===== config.mk =====
export PLATFORM = sky130hd
export DESIGN_NAME = prio_enc_cascade
export DESIGN_NICKNAME = d
export VERILOG_FILES = /design/src/rtl/prio_enc_pkg.sv /design/src/rtl/prio_enc_cell.sv /design/src/rtl/prio_enc_cascade.sv
export SDC_FILE = /design/constraint.sdc
export NUM_CORES = 1
export LEC_CHECK = 0
export CAP_MARGIN = 0
export CORE_AREA = 2 2 39 41
export DETAILED_ROUTE_END_ITERATION = 16
export DIE_AREA = 0 0 41 43
export GPL_ROUTABILITY_DRIVEN = 0
export PLACE_DENSITY = 0.45
export SLEW_MARGIN = 20
export SYNTH_ARGS = -nofsm -noshare
export SYNTH_HDL_FRONTEND = slang
export SYNTH_SLANG_ARGS = --single-unit

===== constraint.sdc =====
create_clock -name vclk -period 1.5
set_clock_uncertainty 0.05 [all_clocks]
set_input_delay 0.225 -clock vclk [all_inputs]
set_output_delay 0.225 -clock vclk [all_outputs]
set_load 0.05 [all_outputs]

===== src/rtl/prio_enc_pkg.sv =====
package prio_enc_pkg;
  localparam int unsigned CELL_WAY  = 8;
  localparam int unsigned CELL_CODE = $clog2(CELL_WAY);
endpackage


===== src/rtl/prio_enc_cell.sv =====
module prio_enc_cell #(
  parameter int unsigned WAY    = prio_enc_pkg::CELL_WAY,
  parameter int unsigned CODE_W = $clog2(WAY)
) (
  input  logic [WAY-1:0]    req_ni,
  input  logic              en_ni,
  output logic [CODE_W-1:0] code_no,
  output logic              eo_no,
  output logic              gs_no
);
  logic              hit;
  logic [CODE_W-1:0] idx;

  // ascending scan: the last (highest) active line overwrites earlier ones
  always_comb begin
    hit = 1'b0;
    idx = '0;
    for (int i = 0; i < WAY; i++) begin
      if (!req_ni[i]) begin
        hit = 1'b1;
        idx = CODE_W'(i);
      end
    end
  end

  assign code_no = en_ni ? '1 : ~idx;
  assign eo_no   = en_ni | hit;
  assign gs_no   = en_ni | ~hit;

  always_comb begin
    if (en_ni) AST_DISABLED_QUIET: assert (&{code_no, eo_no, gs_no});
    if (!en_ni) AST_FLAGS_EXCL: assert (eo_no ^ gs_no);
    if (!eo_no) AST_IDLE_CODE: assert (&code_no);
    if (!gs_no) AST_GS_HAS_REQ: assert (!(&req_ni));
  end
endmodule


===== src/rtl/prio_enc_cascade.sv =====
module prio_enc_cascade #(
  parameter int unsigned WAY    = prio_enc_pkg::CELL_WAY,
  parameter int unsigned STAGES = 2,
  localparam int unsigned CELL_W = $clog2(WAY),
  localparam int unsigned SEL_W  = $clog2(STAGES),
  localparam int unsigned IN_W   = WAY * STAGES,
  localparam int unsigned OUT_W  = CELL_W + SEL_W
) (
  input  logic [IN_W-1:0]  req_ni,
  input  logic             en_ni,
  output logic [OUT_W-1:0] code_no,
  output logic             eo_no,
  output logic             gs_no
);
  logic [STAGES-1:0]             en_n;
  logic [STAGES-1:0]             eo_n;
  logic [STAGES-1:0]             gs_n;
  logic [STAGES-1:0][CELL_W-1:0] cell_code_n;

  for (genvar s = 0; s < STAGES; s++) begin : g_stage
    if (s == STAGES - 1) begin : g_top
      assign en_n[s] = en_ni;
    end else begin : g_chain
      assign en_n[s] = eo_n[s+1];
    end
    prio_enc_cell #(.WAY(WAY), .CODE_W(CELL_W)) u_cell (
      .req_ni  (req_ni[s*WAY +: WAY]),
      .en_ni   (en_n[s]),
      .code_no (cell_code_n[s]),
      .eo_no   (eo_n[s]),
      .gs_no   (gs_n[s])
    );
  end

  logic [CELL_W-1:0] low_n;
  logic [SEL_W-1:0]  sel;

  // idle or disabled cells drive all ones, so AND merges the codes
  always_comb begin
    low_n = '1;
    sel   = '0;
    for (int s = 0; s < STAGES; s++) begin
      low_n = low_n & cell_code_n[s];
      if (!gs_n[s]) sel = sel | SEL_W'(s);
    end
  end

  assign code_no = {~sel, low_n};
  assign eo_no   = eo_n[0];
  assign gs_no   = &gs_n;

  always_comb begin
    AST_ONE_CELL_HIT: assert ($onehot0(~gs_n));
    if (!gs_n[STAGES-1]) AST_LOWER_HELD: assert (en_n[0] || STAGES == 1);
    if (en_ni) AST_TOP_QUIET: assert (&{code_no, eo_no, gs_no});
  end
endmodule


==> reports/metrics.yaml <==
outcome:
  status: "finished with violations"
  failed_checks: "negative setup slack"
synthesis:
  syn_area_um2: 186.4
  yosysTopAreaCellShare_pct: 10.74
  yosysTopAreaCell: "o21ai_0"
  synth.area.top_cells: "o21ai_0, nand4_1, inv_1"
  synth_warnings: 0
  syn-num-nets: 47
  syn_inst: 30
  yosysSeqAreaShare_pct: 0
  synth_cell_types: 19
  avgSynthCellArea_um2: 6.214
worst_setup_path:
  required_ns: 1.22
  worst_path_max_delay_cell: "or2_4"
  cp-endpoint: "code_no[1]"
  crit_path_start: "req_ni[9]"
  crit_fanout: 3
  end_kind: "output port"
  slowest_delay_ns: 0.29
  path_class: "in2out"
  cp_cell_sequence: "buf_6 > nand4_1 > or2_4 > o21bai_1 > a41o_2 > buf_8"
  cp-start-kind: "primary input"
  worstPathArrival_ns: 1.23
floorplanning:
  dieWidth_um: 41
  core-area_um2: 1384
  dieHeight_um: 43
  fp-row-count: 14
  initial_core_util_pct: 13.47
  die_area_um2: 1763
  pin_count: 23
detailed_routing:
  drt_first_pass_iters: 1
  ant_nets: 0
  routedWlPerCell_um: 8.899
  vias: 352
  via_per_inst: 4.456
  first_iter_violations: 0
  drc: 0
  drt-total-wl_um: 703
timing:
  hold_viol_final: 0
  fmax_mhz: 662.5
  tightest_slew_ns: 0.3316
  slew_headroom_pct: 77.89
  final.period_utilization_pct: 100.6
  holdWs_ns: 0.8996
  setup_viol: 1
  rsz0062_at_grt: "yes"
  final.min_clock_period_ns: 1.509
  slew_viol_final: 0
  fin_ws_ns: -0.009444
final_layout:
  post-route-util_pct: 43.58
  antennaDiodeCount: 0
  fin_nets: 82
  nClkBuffers: 0
  mostFrequentLayoutCells: "buf_6, buf_4, dlygate4sd2_1"
  regArea_um2: 0
  nFlopsAndLatches: 0
  final_cell_area_um2: 603.1
  drive_gt1_share_pct: 63.49
  layout-area-overhead-vs-synth_pct: 223.5
  n_fill_cell: 156
grt:
  grt_start_max_net_pins: 8
  met3_usage_pct: 0
  grt_use_met2_pct: 15.94
  grt_use_met1_pct: 10.76
  antenna_found_initial: 0
  grt_pass1_vias: 311
  gr-max-usage-layer: "met2"
  globalRouteOverflowTotal: 0
  grt_use_total_pct: 8.492
  grt_pass1_wl_mm: 1.131
power_and_ir_drop:
  swShare_pct: 44.08
  vdd_drop_max_mv: 0.1052
  powerDensity_nw_per_um2: 278.7
  pwr-share-seq_pct: 0
  p_clk_share_pct: 0
  intPower_uw: 94.01
  p_leak_nw: 0.2876
  power_uw: 168.1
  p_comb_share_pct: 100.0
  switching_power_uw: 74.10
min_path:
  holdCritPathClass: "in2out"
place:
  io_buffers: 23
  dp_slack_ns: -0.5136
  dpl.hpwl_um: 594
  placed_area_um2: 540.5
job:
  drv_cap: 0
[worst max-delay path: cells and delay by family]
kind | cells | cell delay (ns)
AO/OA/AOI/OAI | 2 | 0.39
buffers and inverters | 2 | 0.22
AND/OR/NAND/NOR | 2 | 0.40
[routing by layer]
layer	up-vias	routed length, µm
li1	181	-
met1	155	276
met2	16	358
met3	0	67
met4	0	0
met5	-	0
[kinds of logic (layout without fill, tap and decap cells)]
family	after synthesis	in the layout	synth area share, %
AOI/OAI and AO/OA	12	12	44.97
buffers and inverters	5	38	12.08
and+or+nand+nor	13	13	42.95
[final cells by class]
type / instances / area, µm² / area share, %
multi-input cells: 25 / 216.5 / 35.89
repair buffers: 34 / 351.6 / 58.30
well taps: 16 / 20.02 / 3.320
inverters: 4 / 15.01 / 2.490
[worst min-delay path by stage]
stage                    start         end  slack, ns  cells after the start
detailed placement   req_ni[0]       eo_no       1.20                      5
global placement     req_ni[0]       eo_no       1.21                      5
floorplan                en_ni       gs_no       0.59                      1
finish              req_ni[15]  code_no[1]       0.90                      4
CTS                 req_ni[15]  code_no[1]       0.90                      4
global route        req_ni[15]  code_no[1]       0.92                      4
[cell usage after synthesis, types with 2 or more instances]
cell type and instances:
inv_1 4, o21ai_0 4, nand2_1 3, nand4_1 3, o21bai_1 2
[power groups by stage]
stage | clock (mW) | combinational [mW] | sequential (mW)
after floorplan | 0 | 0.0583 | 0
after global placement | 0 | 0.160 | 0
after detailed placement | 0 | 0.160 | 0
after CTS | 0 | 0.167 | 0
after global routing | 0 | 0.179 | 0
final | 0 | 0.168 | 0
[stage by stage]
| stage | std cells | setup TNS, ns |
|---|---|---|
| final | 79 | -0.009444 |
| after CTS | 79 | -0.03038 |
| after floorplan | 30 | -0.001773 |
| after detailed placement | 77 | -2.460 |
| after global routing | 79 | -0.08894 |
| after global placement | 77 | -2.446 |
[repair_timing]
action	CTS	global route
resized for setup	52	18
buffers inserted	3	0
endpoints found under the setup margin	6	6
pin swaps	10	6
hold buffers	0	0
No activity file was read; power rests on OpenSTA's default activity.
